### config.mk
export PLATFORM = sky130hd
export DESIGN_NAME = can_ext_filter
export DESIGN_NICKNAME = d
export VERILOG_FILES = /design/src/rtl/can_filt_pkg.sv /design/src/rtl/can_gmask_regs.sv /design/src/rtl/can_ctr_cmp.sv /design/src/rtl/can_hit_prio.sv /design/src/rtl/can_ext_filter.sv
export SDC_FILE = /design/constraint.sdc
export NUM_CORES = 1
export LEC_CHECK = 0
export BUFFER_PORTS_ARGS = -buffer_cell sky130_fd_sc_hd__buf_2
export CORE_AREA = 5 5 204 206
export CTS_CLUSTER_DIAMETER = 30
export DETAILED_ROUTE_END_ITERATION = 8
export DIE_AREA = 0 0 209 211
export SYNTH_ARGS = -nofsm -noshare
export SYNTH_HDL_FRONTEND = slang
export SYNTH_HIERARCHICAL = 1
export SYNTH_SLANG_ARGS = --single-unit
### constraint.sdc
create_clock -name clk -period 3.2 [get_ports clk]
set_clock_uncertainty 0.15 [all_clocks]
set_input_delay 0.64 -clock clk [delete_from_list [all_inputs] [get_ports clk]]
set_output_delay 0.64 -clock clk [all_outputs]
set_load 0.1 [all_outputs]
### src/rtl/can_filt_pkg.sv
package can_filt_pkg;
    localparam int EXT_ID_W = 29;
    localparam int REG_W    = 16;

    typedef logic [EXT_ID_W-1:0] ext_id_t;

    // Mask storage: packed so that the 29-bit view is bit 28 down to bit 0.
    typedef struct packed {
        logic [7:0] top;    // bits 28..21
        logic [7:0] upper;  // bits 20..13
        logic [7:0] lower;  // bits 12..5
        logic [4:0] tail;   // bits 4..0
    } gmask_t;

    typedef struct packed {
        logic    ext;
        logic    msk_en;
        ext_id_t arb;
    } ctr_cfg_t;
endpackage

### src/rtl/can_gmask_regs.sv
module can_gmask_regs
    import can_filt_pkg::*;
#(
    parameter int ADDR_W    = 8,
    parameter int MASK_BASE = 4
) (
    input  logic              clk,
    input  logic              rst_n,
    input  logic              sw_init,
    input  logic              wr,
    input  logic [ADDR_W-1:0] addr,
    input  logic [REG_W-1:0]  wdata,
    input  logic [1:0]        be,
    output logic [REG_W-1:0]  rdata,
    output ext_id_t           mask
);
    localparam logic [ADDR_W-1:0] LO_WORD = ADDR_W'(MASK_BASE);
    localparam logic [ADDR_W-1:0] HI_WORD = ADDR_W'(MASK_BASE + 1);

    gmask_t mask_d, mask_q;
    logic   unused_dead_w;

    assign unused_dead_w = ^wdata[10:8];

    always_comb begin
        mask_d = mask_q;
        if (wr && sw_init) begin
            if (addr == LO_WORD) begin
                if (be[0]) mask_d.top   = wdata[7:0];
                if (be[1]) mask_d.upper = wdata[15:8];
            end else if (addr == HI_WORD) begin
                if (be[0]) mask_d.lower = wdata[7:0];
                if (be[1]) mask_d.tail  = wdata[15:11];
            end
        end
    end

    always_ff @(posedge clk or negedge rst_n) begin
        if (!rst_n) mask_q <= '0;
        else        mask_q <= mask_d;
    end

    always_comb begin
        if (addr == LO_WORD)      rdata = {mask_q.upper, mask_q.top};
        else if (addr == HI_WORD) rdata = {mask_q.tail, 3'b000, mask_q.lower};
        else                      rdata = '0;
    end

    assign mask = ext_id_t'(mask_q);
endmodule

### src/rtl/can_ctr_cmp.sv
module can_ctr_cmp
    import can_filt_pkg::*;
(
    input  ext_id_t  rx_id,
    input  ctr_cfg_t cfg,
    input  ext_id_t  gmask,
    output logic     hit
);
    ext_id_t care_w;
    ext_id_t diff_w;

    always_comb begin
        care_w = (cfg.ext && cfg.msk_en) ? gmask : '1;
        diff_w = (rx_id ^ cfg.arb) & care_w;
        hit    = (diff_w == '0);
    end
endmodule

### src/rtl/can_hit_prio.sv
module can_hit_prio #(
    parameter int N     = 14,
    parameter int IDX_W = 4
) (
    input  logic [N-1:0]     hits,
    output logic [IDX_W-1:0] idx
);
    always_comb begin
        idx = '0;
        for (int i = N - 1; i >= 0; i--) begin
            if (hits[i]) idx = IDX_W'(i + 1);
        end
    end
endmodule

### src/rtl/can_ext_filter.sv
module can_ext_filter
    import can_filt_pkg::*;
#(
    parameter int NUM_CTR   = 14,
    parameter int ADDR_W    = 8,
    parameter int MASK_BASE = 4,
    localparam int IDX_W    = $clog2(NUM_CTR + 1),
    localparam int ARB_W    = NUM_CTR * EXT_ID_W
) (
    input  logic                clk,
    input  logic                rst_n,
    input  logic                sw_init,
    input  logic                reg_wr,
    input  logic [ADDR_W-1:0]   reg_addr,
    input  logic [REG_W-1:0]    reg_wdata,
    input  logic [1:0]          reg_be,
    output logic [REG_W-1:0]    reg_rdata,
    input  logic [ARB_W-1:0]    ctr_arb,
    input  logic [NUM_CTR-1:0]  ctr_ext,
    input  logic [NUM_CTR-1:0]  ctr_mask_en,
    input  logic                rx_valid,
    input  logic [EXT_ID_W-1:0] rx_id,
    output logic                res_valid,
    output logic [NUM_CTR-1:0]  res_hit,
    output logic [IDX_W-1:0]    res_idx
);
    typedef struct packed {
        logic               valid;
        logic [NUM_CTR-1:0] hit;
        logic [IDX_W-1:0]   idx;
    } res_t;

    ext_id_t            mask_w;
    ctr_cfg_t           cfg_w [NUM_CTR];
    logic [NUM_CTR-1:0] hits_w;
    logic [IDX_W-1:0]   win_w;
    res_t               res_d, res_q;

    can_gmask_regs #(
        .ADDR_W    (ADDR_W),
        .MASK_BASE (MASK_BASE)
    ) i_regs (
        .clk     (clk),
        .rst_n   (rst_n),
        .sw_init (sw_init),
        .wr      (reg_wr),
        .addr    (reg_addr),
        .wdata   (reg_wdata),
        .be      (reg_be),
        .rdata   (reg_rdata),
        .mask    (mask_w)
    );

    for (genvar g = 0; g < NUM_CTR; g++) begin : g_ctr
        assign cfg_w[g].ext    = ctr_ext[g];
        assign cfg_w[g].msk_en = ctr_mask_en[g];
        assign cfg_w[g].arb    = ctr_arb[g*EXT_ID_W +: EXT_ID_W];

        can_ctr_cmp i_cmp (
            .rx_id (rx_id),
            .cfg   (cfg_w[g]),
            .gmask (mask_w),
            .hit   (hits_w[g])
        );
    end

    can_hit_prio #(
        .N     (NUM_CTR),
        .IDX_W (IDX_W)
    ) i_prio (
        .hits (hits_w),
        .idx  (win_w)
    );

    always_comb begin
        res_d       = res_q;
        res_d.valid = rx_valid;
        if (rx_valid) begin
            res_d.hit = hits_w;
            res_d.idx = win_w;
        end
    end

    always_ff @(posedge clk or negedge rst_n) begin
        if (!rst_n) res_q <= '0;
        else        res_q <= res_d;
    end

    assign res_valid = res_q.valid;
    assign res_hit   = res_q.hit;
    assign res_idx   = res_q.idx;
endmodule

==> results of run 1 <==
[per-stage QoR]
step / power (µW) / setup TNS (ns) / hold WS [ns] / worst slack [ns]
after floorplan: 1520 / -2.13 / 0.194 / -0.170
after global placement: 2440 / -0.572 / 0.340 / -0.254
after detailed placement: 2450 / -0.589 / 0.343 / -0.242
after CTS: 3030 / 0 / 0.233 / 0.0547
after global routing: 3200 / 0 / 0.252 / 0.00482
final: 3030 / 0 / 0.216 / 0.0786
[cells by family after synthesis]
group	synth area share, %
simple gates	31.1
compound gates	14.6
buf+inv	5.54
xor+xnor	31.8
mux	6.23
flops	10.7
[layout make-up]
| class | count | area [µm²] | area share (%) |
|---|---|---|---|
| clock buffers | 7 | 143 | 0.889 |
| repair buffers | 677 | 4510 | 28.1 |
| clock inverters | 1 | 7.51 | 0.0468 |
| multi-input cells | 1174 | 9500 | 59.2 |
| diodes | 6 | 15.0 | 0.0936 |
| inverters | 2 | 7.51 | 0.0468 |
| well taps | 525 | 657 | 4.09 |
| flip-flops and latches | 48 | 1210 | 7.55 |
[cell usage after synthesis, drive strengths merged, types with 3 or more instances]
cell type | number | area [µm²]
nand3b | 351 | 2640
mux2i | 13 | 130
nor3 | 3 | 15.0
nor4 | 17 | 200
nand2 | 14 | 52.6
dfrtp | 48 | 1200
o21ai | 57 | 285
a21oi | 5 | 25.0
xor2 | 406 | 3560
a22oi | 154 | 1160
nor3b | 3 | 22.5
buf | 89 | 608
or4 | 3 | 26.3
nor2 | 17 | 63.8
mux2 | 47 | 567
a222oi | 14 | 140
nand4 | 58 | 363
[where the power goes]
group          total, µW  internal, µW  switching, µW  leakage, µW
Sequential           640           612           27.7     0.000654
Clock                558           312            245    0.0000702
Combinational       1830           835            998      0.00663
[state kept, by name, indices dropped and copies added, names as in the netlist]
| register | count |
|---|---|
| i_regs/mask | 29 |
| res_hit | 14 |
| res_idx | 4 |
| res_valid | 1 |
[critical path, stage by stage]
cell and delay, ns:
buf_2 0.10, or4_4 0.54, or3_1 0.40, buf_12 0.20
nor3b_4 0.23, buf_12 0.21
[repair_timing]
item / in CTS / in global routing
gates resized for setup: 0 / 12
hold endpoints to repair: 0 / 0
setup endpoints to repair: 0 / 3
[how the worst min path moves through the flow]
stage               startpoint               to  slack (ns)  cells past startpoint
floorplan                rst_n   i_regs/mask[0]        0.19                      0
global placement    res_hit[2]       res_hit[2]        0.34                      1
detailed placement  res_idx[2]       res_idx[2]        0.34                      1
CTS                      rst_n  i_regs/mask[26]        0.23                      1
global route             rst_n  i_regs/mask[26]        0.25                      1
finish                   rst_n  i_regs/mask[26]        0.22                      1
[placed cells by master, fill, tap and decap left out, types with 14 or more instances in the layout]
| master | count |
|---|---|
| buf_2 | 510 |
| o21ai_0 | 57 |
| mux2_2 | 37 |
| nand2_1 | 14 |
| a222oi_1 | 14 |
| a22oi_1 | 154 |
| xor2_1 | 406 |
| buf_4 | 109 |
| nand3b_1 | 351 |
| dfrtp_1 | 40 |
| nand4_1 | 58 |
| buf_12 | 56 |
[layer usage]
layer	up-vias	share of wire, %	track usage (%)
li1	6082	-	-
met4	12	3.5	9.32
met3	117	7.2	4.53
met5	-	0.12	0
met1	6676	41	35.7
met2	746	48	48.3
==> impl_metrics.tcl, run 1 <==
set metrics [dict create \
    status "complete, no violations" \
    grt_pass1_vias 13900 \
    drt-total-wl_um 65900 \
    hold_viol_final 0 \
    area_growth_pct 43.5 \
    cts_buffer_depth 2 \
    synth_edf_count 0 \
    rrSetupSlack_ns 0.13 \
    clkTransAtPathRegs_ns 0.07 \
    worst_pin_slew_ns 0.685 \
    dp_hpwl_um 55300 \
    routed_via_density 5.59 \
    grt_pass1_wl_um 92800 \
    core_area_um2 39500 \
    cp_data_arrival_time_ns 2.33 \
    ir_drop_uv 232 \
    std_cell_rows 73 \
    antenna_found_initial 9 \
    finalCritPeriodShare_pct 97.5 \
    place_inst 2426 \
    power_leakage_uw 0.00736 \
    initial_core_util_pct 28.3 \
    finalMaxSlewViolations 0 \
    drt_iter0_drc 1005 \
    syn_area_um2 11200 \
    post_cts_buffers 0 \
    cap_violations 0 \
    yosys_warnings 6 \
    cts_hold_buf 0 \
    die_w_um 209 \
    fillCellCount 4085 \
    cts-root-buf "clkbuf_16" \
    synth_cell_types 34 \
    crit_required_ns 2.41 \
    slew_headroom_pct 54.3 \
    grt_max_degree 27 \
    cts_max_level 2 \
    reg2reg_to "res_idx[1]" \
    worst_setup_path_end_kind "output port" \
    setup_viol 0 \
    r2r-start "i_regs/mask[22]" \
    utilization_pct 40.7 \
    drc 0 \
    fin_cells 2440 \
    cp-start-kind "input pin" \
    fin_nets 2402 \
    synth_cells 1314 \
    synthArstFlopShare_pct 100 \
    synthesis.nets 1808 \
    die_height_um 211 \
    rsz0062_at_grt "no" \
    critPathMaxFanout 16 \
    drt-pass1-iter-count 7 \
    port_buffers 528 \
    final_layout_size_suffix_gt1_share_pct 40.5 \
    clkSinkCount 48 \
    cts-buffers-inserted 5 \
    track_usage_pct 28.0 \
    die_area_um2 44100 \
    dpl_cell_area_um2 15800 \
    avgSynthCellArea_um2 8.51 \
    vias 13600 \
    routabilityCongestion 0.969 \
    overflow 0 \
    wl_per_cell_um 27.0 \
    boundaryPins 529 \
    ys_dominant_reg_cell "dfrtp_1" \
    path_class "in -> out" \
    fin_crit_ns 3.12 \
    startpoint "reg_addr[5]" \
    yosysSeqAreaShare_pct 10.7 \
    fmax_ghz 0.320 \
    hp-class "in -> async" \
    endpoint "reg_rdata[10]" \
    clock_latency_ns 0.30 \
    synth_seq_cells 48 \
    power_density_nw_per_um2 189 \
    postRouteAntennaNets 0 \
    rr_worst_depth 10 \
    tritoncts "yes" \
    stdcell_area_um2 16000 \
]
Note: power is estimated with default switching activity, not from simulation.
==> run 2: changes to the inputs <==
- ABC_AREA: default -> 1
- CORE_AREA: 5 5 204 206 -> default
- CORE_ASPECT_RATIO: default -> 0.9
- CORE_MARGIN: default -> 5
- CORE_UTILIZATION: default -> 41
- DIE_AREA: 0 0 209 211 -> default
- PLACE_DENSITY: default -> 0.67
==> run 2 against run 1 <==
Compared with the run above:
- design area is 22% higher
- routed wire length increased by 6.0%
- via count rose by 52%
- fmax rose by 11%
- utilization is 10 points higher
- synthesized cell count grew to 2.8 times the previous value
- cell count increased by 94%
- global-route usage grew 3.1 points
- sequential power about the same
- sequential share of layout area decreased by 1.4 points
- critical endpoint is now res_idx[0]
==> impl_metrics.tcl, run 2 <==
set metrics [dict create \
    dp_hpwl_um 58800 \
    track_usage_pct 31.0 \
    cp_slowest_cell "inv_2" \
    drc 0 \
    die_height_um 197 \
    fin_nets 4725 \
    drt-total-wl_um 69900 \
    cp-start-kind "input pin" \
    power_density_nw_per_um2 165 \
    cts-root-buf "clkbuf_16" \
    cts_hold_buf 0 \
    ys_dominant_reg_cell "dfrtp_1" \
    slowest_delay_ns 0.38 \
    cts_max_level 2 \
    grt-busiest-layer "met2" \
    hold-worst-slack_ns 0.230 \
    fin_cells 4733 \
    r2r-start "i_regs/mask[2]" \
    post_cts_buffers 0 \
    std_cell_rows 68 \
    slew_headroom_pct 48.0 \
    yosysMostFrequentCell "nand2_1" \
    grt_max_degree 29 \
    die_area_um2 42800 \
    overflow 0 \
    cp.buffers_inverters 3 \
    critPathMaxFanout 20 \
    cp_top_family "simple AND/OR/NAND/NOR gates" \
    synth_cells 3687 \
    die_w_um 217 \
    cap_violations 0 \
    finalCritPeriodShare_pct 87.5 \
    port_buffers 528 \
    drt_iter0_drc 1959 \
    routed_via_density 4.37 \
    synth_edf_count 0 \
    synth_cell_types 22 \
    syn_area_um2 15900 \
    core_area_um2 38300 \
    fmax_ghz 0.357 \
    antenna_found_initial 18 \
    hold_viol_final 0 \
    avgSynthCellArea_um2 4.31 \
    final_layout_size_suffix_gt1_share_pct 16.2 \
    reg2reg_to "res_idx[2]" \
    yosys_warnings 6 \
    synthesis.nets 4181 \
    rr_worst_depth 17 \
    synth_area_leaders "nand2_1 (46%), inv_1 (26%), dfrtp_1 (7.6%), nor2_1 (6.3%), xor2_1 (3.9%)" \
    worst_pin_slew_ns 0.781 \
    ir_drop_uv 175 \
    routabilityCongestion 0.952 \
    largest_reg_flops 29 \
    crit_top_cell "nand2_1" \
    tritoncts "yes" \
    power_uw 3230 \
    crit_required_ns 3.28 \
    grt_pass1_wl_um 103000 \
    area_growth_pct 22.9 \
    fin_ws_ns 0.401 \
    cts-buffers-inserted 5 \
    postRouteAntennaNets 0 \
    drt-pass1-iter-count 6 \
    grt_pass1_vias 17900 \
    place_inst 4714 \
    fin_crit_ns 2.80 \
    synthTopCellsByCount "nand2_1 (1952), inv_1 (1095), nor2_1 (266), nand3_1 (81), xor2_1 (70)" \
    cp_data_arrival_time_ns 2.88 \
    clkSinkCount 48 \
    rrSetupSlack_ns 0.42 \
    clock_latency_ns 0.29 \
    rsz0062_at_grt "no" \
    power_leakage_uw 0.0143 \
    yosysTopAreaCell "nand2_1" \
    setup_viol 0 \
    path_class "in -> reg" \
    finalMaxSlewViolations 0 \
    use_met3_pct 4.98 \
    yosysTopAreaCellShare_pct 46.2 \
    synth_seq_cells 48 \
    vias 20700 \
    hp-class "in -> async" \
    yosysSeqAreaShare_pct 7.57 \
    final_common_cell "nand2_1" \
    fillCellCount 4390 \
    cts_buffer_depth 2 \
    initial_core_util_pct 41.5 \
    preCtsSetupSlack_ns 0.154 \
    synthArstFlopShare_pct 100 \
    cts_resized 0 \
    wl_per_cell_um 14.8 \
    globalRouteMet2Util_pct 50.9 \
    worst_setup_path_end_kind "register" \
    clkTransAtPathRegs_ns 0.07 \
    most-common-layout-cells "nand2_1 (1952), inv_1 (1095), buf_2 (512), nor2_1 (266), nand3_1 (81)" \
    status "complete, no violations" \
    boundaryPins 529 \
    grt_use_met1_pct 41.4 \
]
run 2: cell types whose count changed after synthesis, sizes merged, moves of 81 or more:
cell / previous run / this run
nand3: 0 / 81
a22oi: 154 / 0
nand2: 14 / 1991
inv: 2 / 1114
nand3b: 351 / 0
xor2: 406 / 70
nor2: 17 / 271
run 2: how the worst max path moves through the flow:
stage,from,endpoint,depth (start not counted)
after floorplan,reg_addr[7],reg_rdata[10],6
after global routing,ctr_ext[12],res_idx[0],25
after detailed placement,ctr_ext[12],res_idx[0],25
final,ctr_ext[12],res_idx[0],25
after global placement,ctr_ext[12],res_idx[0],25
after CTS,ctr_ext[12],res_idx[0],25
run 2: area by class of cell:
| type | instances | area, µm² | area share, % |
|---|---|---|---|
| Antenna cell | 11 | 27.5 | 0.141 |
| Clock buffer | 6 | 139 | 0.712 |
| Clock inverter | 2 | 15.0 | 0.0769 |
| Inverter | 1116 | 4200 | 21.5 |
| Multi-Input combinational cell | 2487 | 10100 | 51.6 |
| Sequential cell | 48 | 1200 | 6.15 |
| Tap cell | 490 | 613 | 3.14 |
| Timing Repair Buffer | 573 | 3250 | 16.6 |
run 2: per-stage QoR:
| step | util [%] | TNS [ns] | instance area (µm²) |
|---|---|---|---|
| 4_1_cts | 50.9 | 0 | 19500 |
| 5_1_grt | 51.0 | 0 | 19500 |
| 3_5_place_dp | 50.5 | 0 | 19300 |
| 6_report | 51.0 | 0 | 19500 |
| 2_1_floorplan | - | -0.297 | 15900 |
| 3_3_place_gp | 50.5 | 0 | 19300 |
run 2: cell families (layout without fill, tap and decap cells):
logic type             after synthesis  count (layout)  share of synthesized area, %
AO/OA/AOI/OAI                       30              30                         0.961
XOR/XNOR                            70              70                          3.86
buffers and inverters             1152            1697                          28.9
flip-flops                          48              48                          7.57
other                                0              11                             0
AND/OR/NAND/NOR                   2387            2387                          58.7
run 2: power by group:
| group | internal (µW) | switching [µW] | leakage [µW] |
|---|---|---|---|
| Sequential | 611 | 30.3 | 0.000667 |
| Clock | 312 | 255 | 0.0000692 |
| Combinational | 760 | 1260 | 0.0136 |
run 2: layer usage:
layer  vias up  routed length, µm
met5         -                 77
met3       116               5890
met1      8635              30100
li1      11100                  -
met2       767              31200
met4        14               2620
run 2: worst register-to-register path, stage by stage, from the launching register on:
cell and delay, ns:
dfrtp_1 0.82, inv_1 0.10, nand3_1 0.20, nand2_1 0.08, nand2_1 0.07, inv_1 0.03, nand2_1 0.14, nor2_1 0.07
nand2_1 0.07, nor2_1 0.06, buf_4 0.15, nor4_2 0.26, inv_1 0.07, nor2_1 0.09, nor2_1 0.04, nor2_1 0.15
nand2_1 0.08, nand2_1 0.08
==> run 3: changes to the inputs <==
- CAP_MARGIN: default -> 20
- GPL_TIMING_DRIVEN: default -> 0
- clock period: 3.2 -> 3 ns (I/O delays scaled with it)
==> run 3 against run 2 <==
Compared with the run above:
- sequential share of layout area barely moved
- largest cell class unchanged
- via count hardly changed
- clock power up 19%
- non-clock buffer count is 8 lower
- design area down 0.36%
- global-route usage grew 0.48 points
- die area stayed put
- sequential power is 6.7% higher
- worst setup slack lost 0.34 ns
- count of clock-buffer cells in the layout shrank 1
- cell count is 0.11% lower
==> impl_metrics.tcl, run 3 (synthesis results as in run 2) <==
set metrics [dict create \
    status "complete, no violations" \
    r2r-start "i_regs/mask[20]" \
    setup_viol 0 \
    initial_core_util_pct 41.5 \
    die_area_um2 42800 \
    grt_pass1_wl_um 103000 \
    fillCellCount 4411 \
    largest_reg_flops 29 \
    dp_hpwl_um 57800 \
    ir_drop_uv 187 \
    cts_hold_buf 0 \
    stdcell_area_um2 19400 \
    finalCritPeriodShare_pct 98.0 \
    tritoncts "yes" \
    preCtsSetupSlack_ns -0.291 \
    grt_max_degree 39 \
    routabilityCongestion 0.943 \
    clock_latency_ns 0.30 \
    rsz0062_at_grt "no" \
    port_buffers 528 \
    drt-pass1-iter-count 6 \
    track_usage_pct 31.5 \
    grt_pass1_vias 17400 \
    hp-class "in -> async" \
    post_cts_buffers 0 \
    crit_required_ns 2.25 \
    postRouteAntennaNets 0 \
    vias 20700 \
    path_class "in -> out" \
    fin_crit_ns 2.94 \
    cp_data_arrival_time_ns 2.19 \
    cts-root-buf "clkbuf_16" \
    critPathMaxFanout 10 \
    drc 0 \
    area_growth_pct 22.5 \
    drt_iter0_drc 1907 \
    reg2reg_to "res_idx[0]" \
    final_layout_size_suffix_gt1_share_pct 16.3 \
    slew_headroom_pct 48.4 \
    clkTransAtPathRegs_ns 0.07 \
    clkSinkCount 48 \
    fin_nets 4717 \
    most-common-layout-cells "nand2_1 (1951), inv_1 (1095), buf_2 (515), nor2_1 (258), nand3_1 (81)" \
    cts_max_level 2 \
    die_w_um 217 \
    rrSetupSlack_ns 0.28 \
    routed_via_density 4.38 \
    final_common_cell "nand2_1" \
    worst_pin_slew_ns 0.774 \
    drt-total-wl_um 71300 \
    hold_viol_final 0 \
    die_height_um 197 \
    fmax_ghz 0.340 \
    tns_ns 0 \
    place_inst 4706 \
    rr_worst_depth 20 \
    cap_violations 0 \
    fin_ws_ns 0.0589 \
    dpl_cell_area_um2 19200 \
    power_leakage_uw 0.0143 \
    cts_resized 0 \
    boundaryPins 529 \
    cts-buffers-inserted 5 \
    cts_buffer_depth 2 \
    cp-start-kind "input pin" \
    fin_cells 4728 \
    worst_setup_path_end_kind "output port" \
    power_uw 3540 \
    antenna_found_initial 21 \
    core_area_um2 38300 \
    overflow 0 \
    std_cell_rows 68 \
    wl_per_cell_um 15.1 \
    finalMaxSlewViolations 0 \
    power_density_nw_per_um2 182 \
]
-- run 3: cell count changes in the layout (fill, tap and decap cells not counted), sizes merged --
cell / change
diode: +3
bufinv: +1
clkbuf: +12
buf: -21
clkinvlp: -1
inv: +1
-- run 3: metal layers --
layer	track usage (%)	vias up	share of wire, %
met5	0	-	0.14
met4	11.5	16	3.9
met3	4.82	128	8.8
met2	51.6	767	44
met1	42.2	8623	43
li1	-	11200	-
-- run 3: per-stage QoR --
stage | util (%) | hold slack (ns)
3_3_place_gp | 50.0 | 0.301
5_1_grt | 50.8 | 0.0372
6_report | 50.8 | 0.0209
2_1_floorplan | - | 0.154
4_1_cts | 50.5 | 0.0227
3_5_place_dp | 50.0 | 0.311
-- run 3: layout make-up --
cell class                 count  area (µm²)  share of cell area, %
multi-input combinational   2487       10100                   52.1
inverter                    1116        4200                   21.6
timing repair buffer         529        2700                   13.9
sequential                    48        1200                   6.18
tap                          490         613                   3.15
buffer                        36         398                   2.05
clock buffer                   5         125                  0.643
clock inverter                 3        46.3                  0.238
antenna                       14        35.0                  0.180
-- run 3: report_power, final --
group          internal, µW  switching, µW  leakage (µW)
sequential              652           32.8      0.000667
clock                   397            280     0.0000805
combinational           822           1360        0.0136
-- run 3: worst max path at each step --
stage / to / from / slack, ns / cells after the start
3_5_place_dp: res_idx[0] / ctr_ext[11] / -0.29 / 27
5_1_grt: reg_rdata[7] / reg_addr[7] / 0.0002 / 8
4_1_cts: res_idx[0] / ctr_ext[11] / 0.002 / 27
6_report: reg_rdata[5] / reg_addr[7] / 0.06 / 8
3_3_place_gp: res_idx[0] / ctr_ext[11] / -0.28 / 27
2_1_floorplan: reg_rdata[10] / reg_addr[7] / -0.22 / 6
-- run 3: critical path, stage by stage --
cell and delay (ns):
buf_2 0.10, nor2_1 0.26, nand2_2 0.17, nor2_8 0.23
buf_4 0.23, nand2_1 0.07, nand2_1 0.08, buf_2 0.44
